===== src/rtl/dma_chain_pkg.sv =====
package dma_chain_pkg;
    typedef enum logic [2:0] {
        ST_IDLE,
        ST_FETCH_RD,
        ST_FETCH_CAP,
        ST_EVAL,
        ST_SRC,
        ST_WR,
        ST_NEXT
    } eng_state_t;

    localparam int DESC_WORDS = 5;
    localparam int F_SRC = 0;
    localparam int F_DST = 1;
    localparam int F_CNT = 2;
    localparam int F_CTL = 3;
    localparam int F_NXT = 4;

    localparam logic [1:0] REG_HEAD = 2'd0;
    localparam logic [1:0] REG_CTRL = 2'd1;
    localparam logic [1:0] REG_STAT = 2'd2;
    localparam logic [1:0] REG_FAIL = 2'd3;

    localparam int CTL_BLK_BIT  = 8;
    localparam int CTL_LAST_BIT = 9;
endpackage


===== src/rtl/dma_csr_regs.sv =====
module dma_csr_regs
    import dma_chain_pkg::*;
#(
    parameter int AW = 32,
    parameter int DW = 32
) (
    input  logic          clk,
    input  logic          rst_n,
    input  logic          we,
    input  logic [1:0]    addr,
    input  logic [DW-1:0] wdata,
    output logic [DW-1:0] rdata,
    input  logic          busy,
    input  logic          set_done,
    input  logic          set_err,
    input  logic [AW-1:0] fail_addr,
    output logic [AW-1:0] head,
    output logic          go,
    output logic          done_q,
    output logic          err_q,
    output logic          irq
);
    logic          irq_en_q;
    logic          proto_q;
    logic [AW-1:0] fail_q;
    logic          ctrl_wr, stat_wr, bad_go;

    assign ctrl_wr = we && (addr == REG_CTRL);
    assign stat_wr = we && (addr == REG_STAT);
    assign go      = ctrl_wr && wdata[0] && !busy;
    assign bad_go  = ctrl_wr && wdata[0] && busy;

    always_ff @(posedge clk or negedge rst_n) begin
        if (!rst_n) begin
            head     <= '0;
            irq_en_q <= 1'b0;
            done_q   <= 1'b0;
            err_q    <= 1'b0;
            proto_q  <= 1'b0;
            fail_q   <= '0;
        end else begin
            if (we && addr == REG_HEAD) head <= wdata[AW-1:0];
            if (ctrl_wr) irq_en_q <= wdata[1];
            done_q  <= (done_q  && !(stat_wr && wdata[1]) && !go) || set_done;
            err_q   <= (err_q   && !(stat_wr && wdata[2]) && !go) || set_err;
            proto_q <= (proto_q && !(stat_wr && wdata[3])) || bad_go;
            if (set_err) fail_q <= fail_addr;
        end
    end

    always_comb begin
        rdata = '0;
        unique case (addr)
            REG_HEAD: rdata[AW-1:0] = head;
            REG_CTRL: rdata[1]      = irq_en_q;
            REG_STAT: rdata[3:0]    = {proto_q, err_q, done_q, busy};
            REG_FAIL: rdata[AW-1:0] = fail_q;
        endcase
    end

    assign irq = irq_en_q && (done_q || err_q);
endmodule


===== src/rtl/dma_beat_track.sv =====
module dma_beat_track #(
    parameter int AW = 32,
    parameter int CW = 16,
    parameter int WB = 4
) (
    input  logic          clk,
    input  logic          rst_n,
    input  logic          load,
    input  logic          step,
    input  logic [AW-1:0] src_in,
    input  logic [AW-1:0] dst_in,
    input  logic [CW-1:0] cnt_in,
    output logic [AW-1:0] src_ptr,
    output logic [AW-1:0] dst_ptr,
    output logic          last_beat
);
    logic [CW-1:0] left_q;

    always_ff @(posedge clk or negedge rst_n) begin
        if (!rst_n) begin
            src_ptr <= '0;
            dst_ptr <= '0;
            left_q  <= '0;
        end else if (load) begin
            src_ptr <= src_in;
            dst_ptr <= dst_in;
            left_q  <= cnt_in;
        end else if (step) begin
            src_ptr <= src_ptr + AW'(WB);
            dst_ptr <= dst_ptr + AW'(WB);
            left_q  <= left_q - 1'b1;
        end
    end

    assign last_beat = (left_q == CW'(1));
endmodule


===== src/rtl/dma_chain_engine.sv =====
module dma_chain_engine
    import dma_chain_pkg::*;
#(
    parameter int AW  = 32,
    parameter int DW  = 32,
    parameter int CW  = 16,
    parameter int AMW = 6
) (
    input  logic           clk,
    input  logic           rst_n,
    input  logic           csr_we,
    input  logic [1:0]     csr_addr,
    input  logic [DW-1:0]  csr_wdata,
    output logic [DW-1:0]  csr_rdata,
    output logic           irq,
    output logic           mem_en,
    output logic           mem_we,
    output logic [AW-1:0]  mem_addr,
    output logic [DW-1:0]  mem_wdata,
    input  logic [DW-1:0]  mem_rdata,
    output logic           src_req,
    output logic           src_addr_vld,
    output logic [AW-1:0]  src_addr,
    output logic [AMW-1:0] src_am,
    input  logic           src_ack,
    input  logic           src_err,
    input  logic [DW-1:0]  src_rdata
);
    localparam int WB = DW / 8;
    localparam int FW = $clog2(DESC_WORDS);

    eng_state_t    state_q, state_d;
    logic [AW-1:0] cur_desc_q;
    logic [FW-1:0] fidx_q;
    logic [DW-1:0] desc_q [DESC_WORDS];
    logic          first_q;
    logic [DW-1:0] beat_q;

    logic          busy, go, done_q, err_q;
    logic          set_done, set_err;
    logic [AW-1:0] head;
    logic [AW-1:0] src_ptr, dst_ptr;
    logic          last_beat;
    logic          d_blk, d_last, d_empty;

    assign busy    = (state_q != ST_IDLE);
    assign d_blk   = desc_q[F_CTL][CTL_BLK_BIT];
    assign d_last  = desc_q[F_CTL][CTL_LAST_BIT];
    assign d_empty = (desc_q[F_CNT][CW-1:0] == '0);

    dma_csr_regs #(.AW(AW), .DW(DW)) u_regs (
        .clk(clk), .rst_n(rst_n), .we(csr_we), .addr(csr_addr),
        .wdata(csr_wdata), .rdata(csr_rdata), .busy(busy),
        .set_done(set_done), .set_err(set_err), .fail_addr(cur_desc_q),
        .head(head), .go(go), .done_q(done_q), .err_q(err_q), .irq(irq)
    );

    dma_beat_track #(.AW(AW), .CW(CW), .WB(WB)) u_track (
        .clk(clk), .rst_n(rst_n),
        .load(state_q == ST_EVAL), .step(state_q == ST_WR),
        .src_in(desc_q[F_SRC][AW-1:0]), .dst_in(desc_q[F_DST][AW-1:0]),
        .cnt_in(desc_q[F_CNT][CW-1:0]),
        .src_ptr(src_ptr), .dst_ptr(dst_ptr), .last_beat(last_beat)
    );

    // state register
    always_ff @(posedge clk or negedge rst_n) begin
        if (!rst_n) state_q <= ST_IDLE;
        else        state_q <= state_d;
    end

    // transitions
    always_comb begin
        state_d = state_q;
        unique case (state_q)
            ST_IDLE:      if (go) state_d = ST_FETCH_RD;
            ST_FETCH_RD:  state_d = ST_FETCH_CAP;
            ST_FETCH_CAP: state_d = (fidx_q == FW'(DESC_WORDS-1)) ? ST_EVAL : ST_FETCH_RD;
            ST_EVAL:      state_d = d_empty ? ST_NEXT : ST_SRC;
            ST_SRC: begin
                if (src_err)      state_d = ST_IDLE;
                else if (src_ack) state_d = ST_WR;
            end
            ST_WR:        state_d = last_beat ? ST_NEXT : ST_SRC;
            ST_NEXT:      state_d = d_last ? ST_IDLE : ST_FETCH_RD;
            default:      state_d = ST_IDLE;
        endcase
    end

    // datapath registers
    always_ff @(posedge clk or negedge rst_n) begin
        if (!rst_n) begin
            cur_desc_q <= '0;
            fidx_q     <= '0;
            first_q    <= 1'b0;
            beat_q     <= '0;
            for (int i = 0; i < DESC_WORDS; i++) desc_q[i] <= '0;
        end else begin
            unique case (state_q)
                ST_IDLE: if (go) begin
                    cur_desc_q <= head;
                    fidx_q     <= '0;
                end
                ST_FETCH_CAP: begin
                    for (int i = 0; i < DESC_WORDS; i++)
                        if (fidx_q == FW'(i)) desc_q[i] <= mem_rdata;
                    fidx_q <= fidx_q + 1'b1;
                end
                ST_EVAL: first_q <= 1'b1;
                ST_SRC:  if (src_ack && !src_err) beat_q <= src_rdata;
                ST_WR:   first_q <= 1'b0;
                ST_NEXT: begin
                    cur_desc_q <= desc_q[F_NXT][AW-1:0];
                    fidx_q     <= '0;
                end
                default: ;
            endcase
        end
    end

    // outputs
    always_comb begin
        mem_en       = 1'b0;
        mem_we       = 1'b0;
        mem_addr     = dst_ptr;
        mem_wdata    = beat_q;
        src_req      = 1'b0;
        src_addr_vld = 1'b0;
        src_addr     = src_ptr;
        src_am       = desc_q[F_CTL][AMW-1:0];
        set_done     = 1'b0;
        set_err      = 1'b0;
        unique case (state_q)
            ST_FETCH_RD: begin
                mem_en   = 1'b1;
                mem_addr = cur_desc_q + AW'(fidx_q) * AW'(WB);
            end
            ST_SRC: begin
                src_req      = 1'b1;
                src_addr_vld = !d_blk || first_q;
                set_err      = src_err;
            end
            ST_WR: begin
                mem_en = 1'b1;
                mem_we = 1'b1;
            end
            ST_NEXT: set_done = d_last;
            default: ;
        endcase
    end
endmodule


===== config.mk =====
export PLATFORM = sky130hd
export DESIGN_NAME = dma_chain_engine
export DESIGN_NICKNAME = d
export VERILOG_FILES = /design/src/rtl/dma_chain_pkg.sv /design/src/rtl/dma_csr_regs.sv /design/src/rtl/dma_beat_track.sv /design/src/rtl/dma_chain_engine.sv
export SDC_FILE = /design/constraint.sdc
export NUM_CORES = 1
export LEC_CHECK = 0
export ABC_AREA = 0
export BUFFER_PORTS_ARGS = -buffer_cell sky130_fd_sc_hd__buf_4
export CORE_MARGIN = 2
export CORE_UTILIZATION = 31
export CTS_BUF_LIST = sky130_fd_sc_hd__clkbuf_4 sky130_fd_sc_hd__clkbuf_8
export DETAILED_ROUTE_END_ITERATION = 10
export GPL_TIMING_DRIVEN = 0
export SYNTH_ARGS = -nofsm -noshare
export SYNTH_HDL_FRONTEND = slang
export SYNTH_SLANG_ARGS = --single-unit

===== constraint.sdc =====
create_clock -name clk -period 2.51 [get_ports clk]
set_input_delay 0.251 -clock clk [delete_from_list [all_inputs] [get_ports clk]]
set_output_delay 0.251 -clock clk [all_outputs]
set_load 0.01 [all_outputs]

; Word-level counts from Yosys, hierarchy flattened
; Index checks and enable logic that the tools add are counted.
[op_classes]
addsub = 5
eq_ne = 16
n_mux = 30
n_reduce_logical = 46
[op_table]
columns = cell, n
row1 = two-way mux 32 bit, 6
row2 = adder 32 x 3 -> 32 bit (second input constant), 2
row3 = one-hot mux 32 bit (2 select lines), 1
row4 = one-hot mux 28 bit (2 select lines), 1
row5 = adder 32 x 5 -> 32 bit, 1
row6 = two-way mux 16 bit, 2
row7 = one-hot mux 3 bit (7 select lines), 1
row8 = AND reduction 2 bit, 9
row9 = equality test 16 x 1 -> 1 bit (second input constant), 1
row10 = logical AND 1 bit, 16
row11 = logical NOT 16 bit, 1
row12 = subtractor 16 x 1 -> 16 bit (second input constant), 1
row13 = equality test 3 x 2 -> 1 bit (second input constant), 4
row14 = equality test 3 bit (second input constant), 4
row15 = two-way mux 3 bit, 4
row16 = one-hot mux 3 bit (3 select lines), 1
row17 = logical NOT 1 bit, 7
row18 = two-way mux 1 bit, 7
row19 = equality test 3 x 1 -> 1 bit (second input constant), 2
row20 = logical NOT 3 bit, 2
row21 = two-way mux 2 bit, 3
row22 = one-hot mux 2 bit (3 select lines), 1
row23 = nonzero test 3 bit, 2
row24 = logical OR 1 bit, 5
row25 = 11 further kinds, 13
[word_totals]
regBits = 341
inputBits = 103
output_inout_bits = 139
wordCells = 116

; Depth between registers and ports, before layout
[logic_depth]
depth_word = 7
mapped_depth = 9
depth_no_buf = 7

; By module
; From an unflattened synthesis, not the netlist that was laid out.
[hier_totals]
hier_cells = 1412
hier_area_um2 = 16246.8
[by_module_without_submodules]
columns = mod, n_inst, cells_per_inst, area_per_inst_um2, seq_area_each_um2
row1 = dma_chain_engine, 1, 684, 8652.0, 4779.6
row2 = dma_beat_track, 1, 495, 4435.5, 2001.9
row3 = dma_csr_regs, 1, 233, 3159.3, 1701.6

; Least setup slack after synthesis
; OpenSTA, ideal clock, no wires.
[synth_timing]
path_type = register to output
startpoint = reg fidx_q[0]
endpoint = out mem_addr[26]
arrival_ns = 2.072
t_required_ns = 2.259
path_slack_ns = 0.187
path_stages_with_launch = 8
n_path_buf = 0
cell_sequence = dfrtp_1 -> ha_1 -> fa_1 -> a21oi_1 -> nor4_2 -> nand4_1 -> xor2_1 -> a21oi_1
[synth_between]
elab_chain_cells = 2
[synth_lines]
columns = item, line_no
row1 = start: declaration, dma_chain_engine.sv:34  ; logic [FW-1:0] fidx_q;
row2 = start signal: assignment, dma_chain_engine.sv:107  ; fidx_q <= fidx_q + 1'b1;
row3 = adder 32 x 5 -> 32 bit, dma_chain_engine.sv:136  ; mem_addr = cur_desc_q + AW'(fidx_q) * AW'(WB);
row4 = two-way mux 32 bit, dma_chain_engine.sv:133  ; unique case (state_q)
row5 = end: declaration, dma_chain_engine.sv:18  ; output logic [AW-1:0] mem_addr,
; No other way between the ends.

; Worst setup path in the final report
[layout_timing]
startpoint = reg cur_desc_q[2]
endpoint = out mem_addr[16]
[layout_between]
elab_chain_cells = 2
[layout_lines]
columns = item, line_no
row1 = start: declaration, dma_chain_engine.sv:33  ; logic [AW-1:0] cur_desc_q;
row2 = start signal: assignment, dma_chain_engine.sv:113  ; cur_desc_q <= desc_q[F_NXT][AW-1:0];
row3 = adder 32 x 5 -> 32 bit, dma_chain_engine.sv:136
row4 = two-way mux 32 bit, dma_chain_engine.sv:133
; No other way between the ends.

==> results.json <==
{
  "cts-htree-levels": 2,
  "path_class": "reg -> out",
  "slew_viol_final": 0,
  "drive_gt1_share_pct": 38.3,
  "skew_ns": 0.0344,
  "synth-edff-count": 0,
  "max_cap_violations": 0,
  "drtIter0Drc": 1129,
  "core-area_um2": 51500,
  "synth_seq_area_share_pct": 52.4,
  "antenna_cells": 0,
  "ir_drop_mv": 0.558,
  "finalSetupViolCount": 31,
  "ys.flop_type": "dfrtp_1",
  "clock.fmax_mhz": 325,
  "cp_data_required_time_ns": 2.26,
  "grt_first_pass_wirelength_um": 84800,
  "grt-ovfl-total": 0,
  "worst_slack_ns": -0.566,
  "final_hold_viol_count": 0,
  "period_needed_ns": 3.08,
  "drc": 0,
  "grt_pass1_vias": 14300,
  "crit_chain": "ha_4 -> fa_2 -> a21oi_4 -> buf_12 -> nor4_4 -> buf_4 -> nand2_1 -> xnor2_1 -> mux2_4 -> buf_4",
  "path_common_cell": "buf_4",
  "cpPeakStageDelay_ns": 0.40,
  "antenna_found_initial": 0,
  "port-buffer-count": 241,
  "synth-xor-area-share_pct": 1.57,
  "synthCells": 1444,
  "synth-compound-area-share_pct": 10.8,
  "async_flop_share_pct": 100,
  "relSlewSlack_pct": 44.9,
  "stdcell_count": 2607,
  "synth_nets": 1566,
  "vias": 13700,
  "rows": 83,
  "wire_per_inst_um": 21.3,
  "hpwl_um": 39900,
  "pin_count": 242,
  "cts_buffer_depth": 3,
  "synthMuxAreaShare_pct": 17.7,
  "p_leak_uw": 0.00986,
  "syn_avg_cell_area_um2": 11.2,
  "synthesis.area_um2": 16200,
  "period_share_pct": 123,
  "grt_max_degree": 123,
  "viasPerCell": 5.25,
  "violations": "negative setup slack",
  "clk_latency_ns": 0.66,
  "p_per_area_nw_per_um2": 1150,
  "status": "finished, violations left",
  "die_y_um": 233,
  "fin_nets": 2005,
  "ant_nets": 0,
  "dr.pass1.iters": 5,
  "synth_top_family_by_area": "multiplexers",
  "cp_data_arrival_time_ns": 2.83,
  "cts_made_buffers": 59,
  "routabilityCongestion": 0.870,
  "power_uw": 25200,
  "holdWs_ns": 0.186,
  "cts_tree": "built",
  "rsz0062_at_grt": "yes",
  "yosysWarnings": 0,
  "routed_wl_um": 55500,
  "initial_core_util_pct": 31.4,
  "path_clk_slew_ns": 0.06,
  "worst_pin_slew_ns": 0.826,
  "ys_ff_latch": 339,
  "path_max_fanout": 3,
  "hold_path.class": "in -> reg",
  "cts_sinks": 339,
  "critPathLaunchType": "flip-flop",
  "die_area_um2": 54100,
  "dp.cells": 2367,
  "endpoint_kind": "primary output",
  "track_usage_pct": 20.5,
  "synth_adder_area_share_pct": 1.51,
  "die-width_um": 233,
  "ys_types": 65,
  "mostFrequentLayoutCell": "dfrtp_1",
  "clockRootBuffer": "clkbuf_8",
  "syn_to_final_growth_pct": 35.7,
  "synth-simple-area-share_pct": 13.1,
  "mostFrequentLayoutCells": "dfrtp_1, buf_4, mux2_2",
  "crit_slowest_cell": "dfrtp_1"
}
## synth_stat cells (4+ instances only)
library cell  number  area share (%)
nor2b_1            5            0.19
buf_4              6            0.28
nor3b_1            6            0.28
nand4_1           30             1.2
a21oi_1           74             2.3
nand3_1           47             1.5
a32oi_1            4            0.22
mux2_2           222              15
xor2_1            22             1.2
nor2_1           128             3.0
or4_1             10            0.46
a222oi_1           5            0.31
buf_2             30            0.93
or3_1              4            0.15
buf_1             12            0.28
nor4_1            13            0.50
clkbuf_1          41            0.95
a31oi_1            8            0.31
o211ai_1          22             1.0
a22oi_1           40             1.9
dfrtp_1          339              52
ha_1              18             1.4
xnor2_1            7            0.38
a221o_1           23             1.4
mux2i_1           36             2.2
inv_1             16            0.37
nand3b_1           4            0.19
nand2_1          128             3.0
and3_1            11            0.43
o21ai_0           37             1.1
o311ai_0          18            0.97
nor3_1            28            0.87
## registers in the layout, indices dropped and copies added, names as in the netlist, 3 cells and up
signal           cells
u_track.dst_ptr     32
desc_q             112
src_am               6
u_track.src_ptr     32
mem_wdata           32
state_q              3
fidx_q               3
u_track.left_q      16
cur_desc_q          32
u_regs.head         32
u_regs.fail_q       32
## layer usage
| layer | routed length [um] | track usage (%) |
|---|---|---|
| met2 | 26800 | 33.8 |
| met3 | 4130 | 4.04 |
| met1 | 23000 | 26.9 |
| met5 | 0 | 0 |
| met4 | 1540 | 6.61 |
## critical path, delay by kind of cell, from the launching register on
| kind | cells | cell delay [ns] |
|---|---|---|
| buffers and inverters | 3 | 0.47 |
| flip-flops | 1 | 0.40 |
| XOR/XNOR | 1 | 0.15 |
| adder cells (fa/ha/maj) | 2 | 0.40 |
| AND/OR/NAND/NOR | 2 | 0.38 |
| multiplexers | 1 | 0.30 |
| AO/OA/AOI/OAI | 1 | 0.07 |
## path summary, 6_finish.rpt
kind,end,depth (start not counted),slack (ns),start
max in group asynchronous,desc_q[152],3,1.14,rst_n
worst max-delay path,mem_addr[16],10,-0.57,cur_desc_q[2]
worst min-delay path,state_q[0],4,0.19,src_ack
worst max register to register,u_track.src_ptr[11],7,0.16,state_q[0]
min in group asynchronous,mem_wdata[20],2,0.20,rst_n
worst min register to register,u_track.src_ptr[0],2,0.47,desc_q[128]
## timing repair
| item | CTS | global route |
|---|---|---|
| endpoints found under the hold margin | 285 | 0 |
| hold buffers | 99 | 0 |
| endpoints found under the setup margin | 108 | 61 |
| buffers inserted | 24 | 13 |
| gates resized for setup | 105 | 35 |
| gates cloned | 2 | 0 |
| pin swaps | 46 | 17 |
## layout make-up
type | instances | area [um2]
Clock inverter | 12 | 92.6
Sequential cell | 339 | 8490
Timing Repair Buffer | 378 | 3210
Tap cell | 680 | 851
Multi-Input combinational cell | 999 | 7600
Fill cell | 4952 | 29500
Clock buffer | 93 | 1170
Buffer | 90 | 500
Inverter | 16 | 63.8
## kinds of logic (layout without fill, tap and decap cells)
logic type	after synthesis	in the layout
AND/OR/NAND/NOR	436	437
flip-flops	339	339
multiplexers	258	258
AO/OA/AOI/OAI	256	256
buffers and inverters	107	589
XOR/XNOR	29	29
adder cells (fa/ha/maj)	19	19
## through the flow
| stage | worst slack (ns) | instance area, um2 | TNS (ns) | util, % |
|---|---|---|---|---|
| 2_1_floorplan | 0.187 | 16200 | 0 | - |
| 3_3_place_gp | -2.06 | 18900 | -698.35 | 36.6 |
| 3_5_place_dp | -0.576 | 18900 | -21.10 | 36.7 |
| 4_1_cts | -0.566 | 21800 | -11.02 | 42.3 |
| 5_1_grt | -0.643 | 22000 | -13.80 | 42.7 |
| 6_report | -0.566 | 22000 | -10.52 | 42.7 |
## power by group
part	switching [uW]	internal, uW	leakage (uW)	total [uW]
Clock	2320	3040	0.000680	5360
Sequential	2210	7880	0.00410	10100
Combinational	4690	5030	0.00507	9720
Total	9230	16000	0.00986	25200
Power figures use the tool's default switching activity.
